File: config.mk
export PLATFORM = sky130hd
export DESIGN_NAME = tx_dual_buf
export DESIGN_NICKNAME = d
export VERILOG_FILES = /design/src/rtl/tx_dual_buf_pkg.sv /design/src/rtl/tx_dual_buf_store.sv /design/src/rtl/tx_dual_buf_fill.sv /design/src/rtl/tx_dual_buf_drain.sv /design/src/rtl/tx_dual_buf.sv
export SDC_FILE = /design/constraint.sdc
export NUM_CORES = 1
export LEC_CHECK = 0
export BUFFER_PORTS_ARGS = -buffer_cell sky130_fd_sc_hd__buf_2
export CORE_MARGIN = 10
export CORE_UTILIZATION = 63
export CTS_CLUSTER_SIZE = 30
export DETAILED_ROUTE_END_ITERATION = 10
export PLACE_DENSITY = 0.8
export SLEW_MARGIN = 10
export SYNTH_ARGS = -nofsm -noshare
export SYNTH_HDL_FRONTEND = slang
export SYNTH_SLANG_ARGS = --single-unit
export TNS_END_PERCENT = 100
File: constraint.sdc
create_clock -name clk -period 3.8 [get_ports clk]
set_clock_uncertainty 0.05 [all_clocks]
set_input_delay 0 -clock clk [delete_from_list [all_inputs] [get_ports clk]]
set_output_delay 0 -clock clk [all_outputs]
set_load 0.02 [all_outputs]
File: src/rtl/tx_dual_buf_pkg.sv
// Package tx_dual_buf_pkg
// Shared constants, types and helpers for the dual-set transmit buffer.
// Assumes exactly two data sets; the count is always 16 bits.
package tx_dual_buf_pkg;

    localparam int CNT_W = 16;

    typedef logic [CNT_W-1:0] cnt_t;

    // Per-set bookkeeping held by the top module.
    typedef struct packed {
        logic ready;
        cnt_t len;
    } set_state_t;

    // Clamp a requested count to the capacity of one set.
    function automatic cnt_t clamp_len(input cnt_t req, input cnt_t cap);
        return (req > cap) ? cap : req;
    endfunction

endpackage

File: src/rtl/tx_dual_buf_store.sv
// Module tx_dual_buf_store
// Byte storage for two data sets with one write and one read port.
// Assumes SET_BYTES is a power of two. The read is combinational and
// returns zero for a position at or beyond the end of a set.
module tx_dual_buf_store #(
    parameter int DATA_W    = 8,
    parameter int SET_BYTES = 64,
    localparam int SW       = $clog2(SET_BYTES),
    localparam int PTR_W    = SW + 1,
    localparam int DEPTH    = 2 * SET_BYTES
) (
    input  logic              clk,
    input  logic              wr_en,
    input  logic              wr_set,
    input  logic [PTR_W-1:0]  wr_ptr,
    input  logic [DATA_W-1:0] wr_data,
    input  logic              rd_set,
    input  logic [PTR_W-1:0]  rd_ptr,
    output logic [DATA_W-1:0] rd_data
);

    logic [DATA_W-1:0] mem [DEPTH];

    // Store one byte at {set, position}.
    always_ff @(posedge clk) begin
        if (wr_en && !wr_ptr[SW]) begin
            mem[{wr_set, wr_ptr[SW-1:0]}] <= wr_data;
        end
    end

    // Present the byte under the read position.
    always_comb begin
        if (rd_ptr[SW]) begin
            rd_data = '0;
        end else begin
            rd_data = mem[{rd_set, rd_ptr[SW-1:0]}];
        end
    end

endmodule

File: src/rtl/tx_dual_buf_fill.sv
// Module tx_dual_buf_fill
// Firmware-side writer. It tracks the set open to firmware and the write
// position in it, latches the count high byte, and commits the set on a
// low-byte write. Assumes set_busy reflects the ready flag of wr_set.
module tx_dual_buf_fill
    import tx_dual_buf_pkg::*;
#(
    parameter int DATA_W    = 8,
    parameter int SET_BYTES = 64,
    localparam int SW       = $clog2(SET_BYTES),
    localparam int PTR_W    = SW + 1
) (
    input  logic              clk,
    input  logic              rst_n,
    input  logic              wr_en,
    input  logic [DATA_W-1:0] wr_data,
    input  logic              hi_we,
    input  logic              lo_we,
    input  logic [7:0]        cnt_byte,
    input  logic              set_busy,
    output logic              wr_set,
    output logic              mem_we,
    output logic [PTR_W-1:0]  mem_ptr,
    output logic [DATA_W-1:0] mem_data,
    output logic              commit,
    output cnt_t              commit_len
);

    localparam cnt_t CAP = cnt_t'(SET_BYTES);

    logic [PTR_W-1:0] wr_ptr;
    logic [7:0]       hi_q;

    // Decode accepted writes and the commit request.
    always_comb begin
        mem_we     = wr_en && !set_busy && (wr_ptr < PTR_W'(SET_BYTES));
        mem_ptr    = wr_ptr;
        mem_data   = wr_data;
        commit     = lo_we && !set_busy;
        commit_len = clamp_len({hi_q, cnt_byte}, CAP);
    end

    // Advance the write position and switch sets on commit.
    always_ff @(posedge clk) begin
        if (!rst_n) begin
            wr_ptr <= '0;
            wr_set <= 1'b0;
        end else if (commit) begin
            wr_ptr <= '0;
            wr_set <= ~wr_set;
        end else if (mem_we) begin
            wr_ptr <= wr_ptr + 1'b1;
        end
    end

    // Keep the last high count byte written.
    always_ff @(posedge clk) begin
        if (!rst_n) begin
            hi_q <= '0;
        end else if (hi_we) begin
            hi_q <= cnt_byte;
        end
    end

endmodule

File: src/rtl/tx_dual_buf_drain.sv
// Module tx_dual_buf_drain
// USB-side reader. It tracks the set being sent and the read position,
// flags underruns, and decides between release and rewind when a
// transaction ends. Assumes cur_ready and cur_len describe rd_set.
module tx_dual_buf_drain
    import tx_dual_buf_pkg::*;
#(
    parameter int SET_BYTES = 64,
    localparam int SW       = $clog2(SET_BYTES),
    localparam int PTR_W    = SW + 1
) (
    input  logic             clk,
    input  logic             rst_n,
    input  logic             rd_en,
    input  logic             done_ok,
    input  logic             done_fail,
    input  logic             iso,
    input  logic             hold,
    input  logic             cur_ready,
    input  cnt_t             cur_len,
    output logic             rd_set,
    output logic [PTR_W-1:0] rd_ptr,
    output logic             release_set,
    output logic             underrun
);

    logic hold_eff;
    logic byte_avail;

    // Decide the end-of-transaction action and whether a byte is available.
    always_comb begin
        hold_eff    = hold && !iso;
        release_set = cur_ready && ((done_ok && !hold_eff) || (done_fail && iso));
        byte_avail  = cur_ready && (cnt_t'(rd_ptr) < cur_len);
    end

    // Move the read position, switch sets, and flag underruns.
    always_ff @(posedge clk) begin
        if (!rst_n) begin
            rd_ptr   <= '0;
            rd_set   <= 1'b0;
            underrun <= 1'b0;
        end else begin
            underrun <= 1'b0;
            if (done_ok || done_fail) begin
                rd_ptr <= '0;
                if (release_set) begin
                    rd_set <= ~rd_set;
                end
            end else if (rd_en) begin
                if (byte_avail) begin
                    rd_ptr <= rd_ptr + 1'b1;
                end else begin
                    underrun <= 1'b1;
                end
            end
        end
    end

endmodule

File: src/rtl/tx_dual_buf.sv
// Module tx_dual_buf
// Double-buffered transmit buffer for one IN endpoint. Firmware fills a set
// and commits it with a two-part byte count. The USB side reads it out and
// reports each transaction's outcome. Assumes SET_BYTES is a power of two.
module tx_dual_buf
    import tx_dual_buf_pkg::*;
#(
    parameter int DATA_W    = 8,
    parameter int SET_BYTES = 64,
    localparam int SW       = $clog2(SET_BYTES),
    localparam int PTR_W    = SW + 1
) (
    input  logic              clk,
    input  logic              rst_n,
    input  logic              fw_wr_en,
    input  logic [DATA_W-1:0] fw_wr_data,
    input  logic              fw_cnt_hi_we,
    input  logic              fw_cnt_lo_we,
    input  logic [7:0]        fw_cnt_byte,
    output logic              fw_full,
    input  logic              usb_iso,
    input  logic              ovr_hold,
    input  logic              usb_rd_en,
    output logic [DATA_W-1:0] usb_rd_data,
    input  logic              usb_ok,
    input  logic              usb_fail,
    output logic              usb_ready,
    output logic [15:0]       usb_len,
    output logic [15:0]       usb_left,
    output logic              usb_underrun
);

    set_state_t       st [2];
    logic             wr_set, rd_set;
    logic             mem_we, commit, release_set;
    logic [PTR_W-1:0] mem_ptr, rd_ptr;
    logic [DATA_W-1:0] mem_data;
    cnt_t             commit_len;

    tx_dual_buf_fill #(.DATA_W(DATA_W), .SET_BYTES(SET_BYTES)) u_fill (
        .clk        (clk),
        .rst_n      (rst_n),
        .wr_en      (fw_wr_en),
        .wr_data    (fw_wr_data),
        .hi_we      (fw_cnt_hi_we),
        .lo_we      (fw_cnt_lo_we),
        .cnt_byte   (fw_cnt_byte),
        .set_busy   (st[wr_set].ready),
        .wr_set     (wr_set),
        .mem_we     (mem_we),
        .mem_ptr    (mem_ptr),
        .mem_data   (mem_data),
        .commit     (commit),
        .commit_len (commit_len)
    );

    tx_dual_buf_drain #(.SET_BYTES(SET_BYTES)) u_drain (
        .clk         (clk),
        .rst_n       (rst_n),
        .rd_en       (usb_rd_en),
        .done_ok     (usb_ok),
        .done_fail   (usb_fail),
        .iso         (usb_iso),
        .hold        (ovr_hold),
        .cur_ready   (st[rd_set].ready),
        .cur_len     (st[rd_set].len),
        .rd_set      (rd_set),
        .rd_ptr      (rd_ptr),
        .release_set (release_set),
        .underrun    (usb_underrun)
    );

    tx_dual_buf_store #(.DATA_W(DATA_W), .SET_BYTES(SET_BYTES)) u_store (
        .clk     (clk),
        .wr_en   (mem_we),
        .wr_set  (wr_set),
        .wr_ptr  (mem_ptr),
        .wr_data (mem_data),
        .rd_set  (rd_set),
        .rd_ptr  (rd_ptr),
        .rd_data (usb_rd_data)
    );

    // Mark sets ready on commit and free them on release.
    always_ff @(posedge clk) begin
        if (!rst_n) begin
            for (int s = 0; s < 2; s++) begin
                st[s] <= '0;
            end
        end else begin
            for (int s = 0; s < 2; s++) begin
                if (commit && (wr_set == s[0])) begin
                    st[s].ready <= 1'b1;
                    st[s].len   <= commit_len;
                end else if (release_set && (rd_set == s[0])) begin
                    st[s].ready <= 1'b0;
                end
            end
        end
    end

    // Drive status seen by both sides.
    always_comb begin
        fw_full   = st[wr_set].ready;
        usb_ready = st[rd_set].ready;
        usb_len   = st[rd_set].len;
        usb_left  = st[rd_set].len - cnt_t'(rd_ptr);
    end

endmodule

# Word level (Yosys, flattened, before mapping)
# Memory sizes are Yosys's and may differ from the RTL's. A register that Yosys moved wholly into a read port is not among the register bits.
# Index checks and enable logic that the tools add are counted.
# W data, S select, Z words.
classes:
  n_addsub: 3
  order_cmp: 3
  mux: 30
  n_bitwise: 10
  reduce_logical: 24
ops:
  columns: ["op", "n"]
  rows:
  - ["$mux W16", 3]
  - ["$mux W1", 26]
  - ["$gt A16 B7 Y1 const B", 1]
  - ["$lt A7 B16 Y1", 1]
  - ["$sub A16 B7 Y16", 1]
  - ["$add A7 B1 Y7 const B", 2]
  - ["$logic_and A1 B1 Y1", 13]
  - ["$mux W8", 1]
  - ["$lt A7 B7 Y1 const B", 1]
  - ["$or A1 B1 Y1", 6]
  - ["$logic_not A1 Y1", 4]
  - ["$not A1 Y1", 4]
  - ["$reduce_and A2 Y1", 2]
  - ["$reduce_or A2 Y1", 2]
  - ["$reduce_or A3 Y1", 1]
  - ["$logic_or A1 B1 Y1", 2]
word_totals:
  regBits: 25
  ram_bits: 1058
  in_bits: 26
  elab_cells: 78
  n_memories: 2
mem_list:
  columns: ["memory", "words", "word_bits", "rd", "rd_ports_with_merged_regs", "wr", "line_no", "rtl"]
  rows:
  - ["u_store.mem", 128, 8, 1, 0, 1, "tx_dual_buf_store.sv:22", "logic [DATA_W-1:0] mem [DEPTH];"]
  - ["st", 2, 17, 2, 2, 2, "tx_dual_buf.sv:33", "set_state_t st [2];"]

# Logic depth before layout (Yosys ltp)
# Gate-level depths: netlist of run 1.
logic_depth:
  depth_word: 12
  mapped_depth: 15
  ltp_nobuf: 11

# Hierarchy
# Synthesis of run 1 repeated with hierarchy kept, for this count alone.
unflattened:
  cells_unflattened: 2298
  hier_area_um2: 43560.5
by_module_without_submodules:
  columns: ["module", "n_inst", "cells_each", "area_each_um2"]
  rows:
  - ["tx_dual_buf_store", 1, 1956, 39994.6]
  - ["tx_dual_buf", 1, 174, 2039.5]
  - ["tx_dual_buf_fill", 1, 94, 895.9]
  - ["tx_dual_buf_drain", 1, 74, 630.6]

# Worst setup path before layout of run 1
# Ideal clock, no wire load.
synth_timing:
  kind: "register to output"
  startpoint: "register with a tool-made name"
  endpoint: "output port usb_left[14]"
  arrival_ns: 3.495
  t_required_ns: 3.750
  slack_ns: 0.255
  stages_incl_launch_ff: 13
  path_buffers: 3
  cell_sequence: "dfxtp_1 > buf_2 > buf_2 > buf_1 > mux2_2 > fa_1 > a21o_1 > a21oi_1 > o21a_1 > nor2_1 > nor3_1 > nor4b_1 > xor2_1"
synth_lines:
  columns: ["element", "line_no", "rtl"]
  rows:
  - ["end, declared", "tx_dual_buf.sv:29", "output logic [15:0] usb_left,"]

# Worst setup path in the final report of run 1
layout_timing:
  startpoint: "register u_drain.rd_ptr[0]"
  endpoint: "output port usb_rd_data[0]"
layout_between:
  elab_chain_len: 2
layout_rtl:
  columns: ["element", "line_no", "rtl"]
  rows:
  - ["start, declared", "tx_dual_buf_drain.sv:22", "output logic [PTR_W-1:0] rd_ptr,"]
  - ["start signal, assigned", "tx_dual_buf_drain.sv:52", "rd_ptr <= rd_ptr + 1'b1;"]
  - ["$mem_v2 Z128 W8", null, null]
  - ["$mux W8", "tx_dual_buf_store.sv:33", "if (rd_ptr[SW]) begin"]
  - ["end, declared", "tx_dual_buf.sv:24", "output logic [DATA_W-1:0] usb_rd_data,"]
# Every way passes these cells.

==> out/results.tsv, run 1 <==
metric	value	unit
status	finished, violations left	
violations	hold timing	
grt_first_pass_wirelength	161000	µm
maxCapViolations	0	
fmax	266	MHz
holdPathStages	1	
hpwl	64100	µm
netlist.area_leader.share	0.734	
rows	96	
syn_to_final_growth	14.2	%
antenna_found_initial	3	
rr_endpoint	u_store.mem[0][0]$_DFFE_PP_	
ys_types	66	
synth_area_leaders	edfxtp_1 (73%), mux4_2 (12%), mux2i_1 (2.7%)	
synth_most_common_cell	edfxtp_1	
hold_viol	5	
wire_per_inst	31.5	µm
rrSetupSlack	0.38	ns
layout.cells.non_filler	3488	
drc	0	
clock_latency	0.68	ns
place_congestion	0.925	
drv_slew	0	
nNetsFinal	2558	
fin_crit_sh	0.991	
r2r_start	st[0][16]$_SDFFCE_PP0P_	
synth-seq-area-share	0.747	
grt-ovfl-total	0	
p_comb_frac	0.055	
async_flop_share	0	
dp.cells	3252	
cts_tree	done	
syn_inst	2249	
avgSynthCellArea	19.2	µm²
syn_area	43300	µm²
drt-initial-drc-count	3466	
cts-root-buf	clkbuf_16	
chipWidth	282	µm
synth_common_cells	edfxtp_1 (1057), mux4_2 (222), nor2_1 (159), mux2i_1 (117), nand2_1 (108)	
cts.sinks	1085	
setup_viol	0	
drt-total-wl	110000	µm
grt_max_degree	106	
post-route-util	0.722	
synth-edff-count	1057	
seq_power_share	0.531	
vias	24100	
yosys_warnings	0	
grt_pass1_vias	24000	
required	3.75	ns
critPathMaxFanout	10	
via_per_inst	6.92	
cts_buffer_depth	3	
internal_power	19.6	mW
critPathLaunchType	register	
path_class	reg2out	
drive_gt1_frac	0.255	
core	68300	µm²
p_leak	15.8	nW
port_buffers	68	
pin_count	69	
ys_ff_latch	1085	
cts_max_level	3	
hp-start	fw_wr_data[5]	
relSlewSlack	0.167	
min_to	u_store.mem[45][5]$_DFFE_PP_	
holdCritPathClass	in2reg	
tightest_slew	1.25	ns
initial_core_util	0.633	
dr.pass1.iters	6	
power.net_switching	5.36	mW
yosys.area.top_type	edfxtp_1	
worst_ir_drop_vdd	0.397	mV
ant_nets	0	
crit_path_end_kind	output port	
fin_setup_tns	0	ns
power_switching_share	0.214	
p_clk_frac	0.414	
synth-main-ff-cell	edfxtp_1	
fp.dieH	282	µm
fin_hold_ws	-0.0136	ns
r2r_cells	6	
period_minus_slack	3.76	ns
gr-usage-all-layers	0.279	
clk_pin_slew	0.06	ns
cts_inserted_buffers	104	
dieArea	79500	µm²
power_density	506	nW/µm²
cp.arrival	3.71	ns
## worst max-delay path, cell delays in order (launching register included)
cell	delay, ns
dfxtp_4	0.47
buf_4	0.29
mux4_2	0.56
nand2_1	0.10
a21oi_1	0.09
a2111oi_0	0.57
buf_4	0.22
nor3_1	0.05
nor3_1	0.19
buf_4	0.17
a21oi_1	0.10
buf_2	0.24
## logic make-up (layout without fill, tap and decap cells)
family,Yosys count,after routing,share of synthesized area
fa+ha+maj,12,12,0.00364
flops,1085,1085,0.747
simple gates,428,428,0.0454
mux,364,364,0.151
buf+inv,142,480,0.0193
compound gates,199,199,0.0306
xor+xnor,18,18,0.00364
other cells,1,20,0.0000867
## cell type report
type | instances | area, µm²
sequential | 1085 | 32300
fill | 3734 | 19000
multi-input combinational | 1039 | 10200
clock buffer | 134 | 2790
timing repair buffer | 273 | 2240
tap | 882 | 1100
clock inverter | 56 | 627
inverter | 17 | 63.8
antenna | 2 | 5.00
## power groups by stage
| stage | Combinational [mW] | Sequential (mW) | Clock, mW |
|---|---|---|---|
| 6_report | 1.37 | 13.3 | 10.4 |
| 3_5_place_dp | 1.28 | 13.5 | 0 |
| 3_3_place_gp | 1.23 | 13.5 | 0 |
| 5_1_grt | 1.44 | 13.3 | 10.9 |
| 4_1_cts | 1.33 | 13.3 | 10.4 |
| 2_1_floorplan | 0.712 | 13.5 | 0 |
## through the flow
step                cell area [µm²]  setup WS, ns  power (mW)  hold slack, ns
floorplan                     43300         0.255        14.2          0.0489
global placement              45400         0.420        14.7           0.222
detailed placement            45400         0.295        14.8           0.215
CTS                           49300        0.0447        25.0          0.0152
global route                  49400      -0.00132        25.6          0.0383
finish                        49400        0.0350        25.0         -0.0136
## placed cells by master, fill, tap and decap left out, drive strengths merged, types with 35 or more instances in the layout
master,instances
edfxtp,1057
buf,243
mux4,226
nor2,159
clkbuf,134
mux2i,117
nand2,109
a21oi,50
clkinv,41
o21ai,39
nor3,35
## registers in the layout, indices dropped and copies added, names as in the netlist, named ones only
| register | count |
|---|---|
| u_drain.rd_ptr | 7 |
| u_drain.underrun | 1 |
| u_store.mem | 1024 |
| st | 34 |
| u_fill.wr_set | 1 |
| u_fill.mem_ptr | 7 |
| u_fill.hi_q | 8 |
| u_drain.rd_set | 1 |
## worst max-delay path by stage
stage                                         startpoint              to  slack [ns]  cells after the start
after floorplan                                 register    usb_left[14]        0.26                     12
after global placement    u_drain.rd_ptr[0]$_SDFFE_PP0P_  usb_rd_data[0]        0.42                     10
after detailed placement  u_drain.rd_ptr[0]$_SDFFE_PP0P_  usb_rd_data[0]        0.29                     10
after CTS                 u_drain.rd_ptr[1]$_SDFFE_PP0P_    usb_left[13]        0.04                     11
after global routing      u_drain.rd_ptr[0]$_SDFFE_PP0P_  usb_rd_data[6]      -0.001                     10
final                     u_drain.rd_ptr[0]$_SDFFE_PP0P_  usb_rd_data[0]        0.04                     11
## layer usage
layer	global-route usage	up-vias	routed length, µm
li1	-	9642	-
met1	0.369	12400	39200
met2	0.444	1802	53500
met3	0.0690	343	12300
met4	0.119	4	4770
met5	0	-	26
## what timing repair did
item,CTS,global route
hold endpoints to repair,161,0
hold buffers,29,0
cloned,1,0
resized for setup,11,7
buffers inserted,6,8
pin swaps,1,0
setup endpoints to repair,7,9
(Power assumes the default switching activity.)
==> run 2: changes to the inputs <==
- GPL_TIMING_DRIVEN: default -> 0
==> run 2 against run 1 <==
Compared with the run above: the flow finishes with violations (capacitance limit, slew limit, setup timing); maximum frequency down 5.7%; clock power decreased by 5%; total power down 1.4%; worst hold slack better by 0.060 ns; first-iteration DRC count up 22%; register-to-register slack worse by 0.41 ns; via count grew 2.8%; highest routed layer is now met4; critical endpoint is now usb_rd_data[7].
==> out/results.tsv, run 2 (synthesized netlist as in run 1, its figures left out) <==
metric	value	unit	change
final.fill_count	3823		was 3734
fin_crit_sh	1.05		was 0.991
r2r_cells	7		was 6
power.total	24.7	mW	was 25.0 mW
critPathMaxFanout	10		unchanged
grt_first_pass_wirelength	179000	µm	was 161000 µm
clk_pin_slew	0.06	ns	about the same
place_congestion	1.05		was 0.925
dr.pass1.iters	9		was 6
fmax	251	MHz	was 266 MHz
cts_tree	done		unchanged
drt-total-wl	126000	µm	was 110000 µm
core	68300	µm²	unchanged
grt_max_degree	85		was 106
cts-root-buf	clkbuf_16		unchanged
multi_input_area	10600	µm²	was 10200 µm²
tightest_slew	1.57	ns	was 1.25 ns
largest_reg_flops	1024		unchanged
cp.arrival	3.94	ns	was 3.71 ns
via_per_inst	7.17		was 6.92
status	finished, violations left		unchanged
syn_to_final_growth	14.1	%	was 14.2%
hpwl	80000	µm	was 64100 µm
worst_ir_drop_vdd	0.445	mV	was 0.397 mV
maxCapViolations	1		was 0
grt_pass1_vias	24700		was 24000
dieArea	79500	µm²	unchanged
rsz0062_at_grt	false		
pin_count	69		unchanged
crit_path_end_kind	output port		unchanged
drt-initial-drc-count	4237		was 3466
period_minus_slack	3.99	ns	was 3.76 ns
clock_latency	0.67	ns	was 0.68 ns
hold_viol	0		was 5
chipWidth	282	µm	unchanged
critPathLaunchType	register		unchanged
wire_per_inst	36.5	µm	was 31.5 µm
grt-ovfl-total	0		unchanged
cts.sinks	1085		unchanged
relSlewSlack	-0.0475		was 0.167
cts_max_level	3		unchanged
drive_gt1_frac	0.252		was 0.255
holdPathStages	5		was 1
rows	96		unchanged
required	3.75	ns	about the same
final_common_cell	edfxtp_1		unchanged
insertedDiodeCount	0		was 2
p_leak	15.6	nW	was 15.8 nW
dp.cells	3233		was 3252
holdCritPathClass	in2reg		unchanged
cts_inserted_buffers	103		was 104
initial_core_util	0.633		unchanged
drv_slew	11		was 0
layout.cells.non_filler	3462		was 3488
ant_nets	0		unchanged
antenna_found_initial	0		was 3
drc	0		unchanged
violations	capacitance limit, slew limit, setup timing		was hold timing
power_density	500	nW/µm²	was 506 nW/µm²
path_class	reg2out		unchanged
vias	24800		was 24100
fp.dieH	282	µm	unchanged
gr-usage-all-layers	0.322		was 0.279
final_cell_mix	edfxtp_1 (1057), mux4_2 (222), nor2_1 (157)		was edfxtp_1 (1057), mux4_2 (222), buf_4 (165)
cts_buffer_depth	3		unchanged
regArea	32300	µm²	about the same
nNetsFinal	2533		was 2558
port_buffers	67		was 68
finalWorstSetupSlack	-0.191	ns	was 0.0350 ns
setup_viol	12		was 0
==> run 2: area by class of cell <==
| type | instances | share of cell area |
|---|---|---|
| timing repair buffer | 127 | 0.0213 |
| clock inverter | 62 | 0.00910 |
| inverter | 17 | 0.00147 |
| sequential | 1085 | 0.655 |
| multi-input combinational | 1039 | 0.214 |
| buffer | 122 | 0.0212 |
| clock buffer | 128 | 0.0558 |
| tap | 882 | 0.0224 |
==> run 2: timing repair <==
item / in CTS / in global routing
hold buffers: 33 / 0
setup endpoints to repair: 30 / 14
hold endpoints to repair: 503 / 0
pin swaps: 4 / 9
gates resized for setup: 105 / 69
buffers inserted: 2 / 7
==> run 2: metal layers <==
layer / vias up / track usage / wire length [µm]
li1: 9598 / - / -
met1: 12400 / 0.408 / 42300
met2: 2264 / 0.481 / 57500
met3: 517 / 0.113 / 18100
met4: 0 / 0.188 / 8580
met5: - / 0 / 0
==> run 2: stage by stage <==
stage / worst slack [ns] / util / cell area [µm²] / setup TNS, ns / hold WS (ns)
after CTS: 0.000806 / 0.718 / 49100 / 0 / 0.0196
after floorplan: 0.255 / - / 43300 / 0 / 0.0489
after global routing: 0.00415 / 0.722 / 49300 / 0 / 0.112
after detailed placement: -0.777 / 0.661 / 45200 / -9.55 / 0.198
final: -0.191 / 0.722 / 49300 / -0.644 / 0.0468
after global placement: -0.733 / 0.655 / 44800 / -22.41 / 0.192
==> run 2: final timing paths <==
check,from,endpoint,slack (ns)
worst min-delay path,usb_ok,st[0][16]$_SDFFCE_PP0P_,0.05
worst max-delay path,u_drain.rd_ptr[3]$_SDFFE_PP0P_,usb_rd_data[7],-0.19
worst min register to register,u_fill.hi_q[2]$_SDFFE_PN0P_,u_fill.hi_q[2]$_SDFFE_PN0P_,0.47
worst max register to register,st[0][16]$_SDFFCE_PP0P_,u_store.mem[31][1]$_DFFE_PP_,-0.03
==> run 2: worst max-delay path: stages (launching register included) <==
cell and delay (ns):
dfxtp_1 0.31, buf_2 0.32, clkbuf_2 0.39, clkbuf_2 0.46, clkbuf_2 0.44, a21oi_1 0.19, o211ai_1 0.59, a32oi_2 0.30
buf_2 0.24
==> run 2: where the power goes <==
part	internal [mW]	switching, mW	leakage (nW)	total (mW)
combinational	0.475	1.04	4.20	1.51
clock	5.53	4.36	1.58	9.89
sequential	13.2	0.0373	9.77	13.3
total	19.2	5.43	15.6	24.7
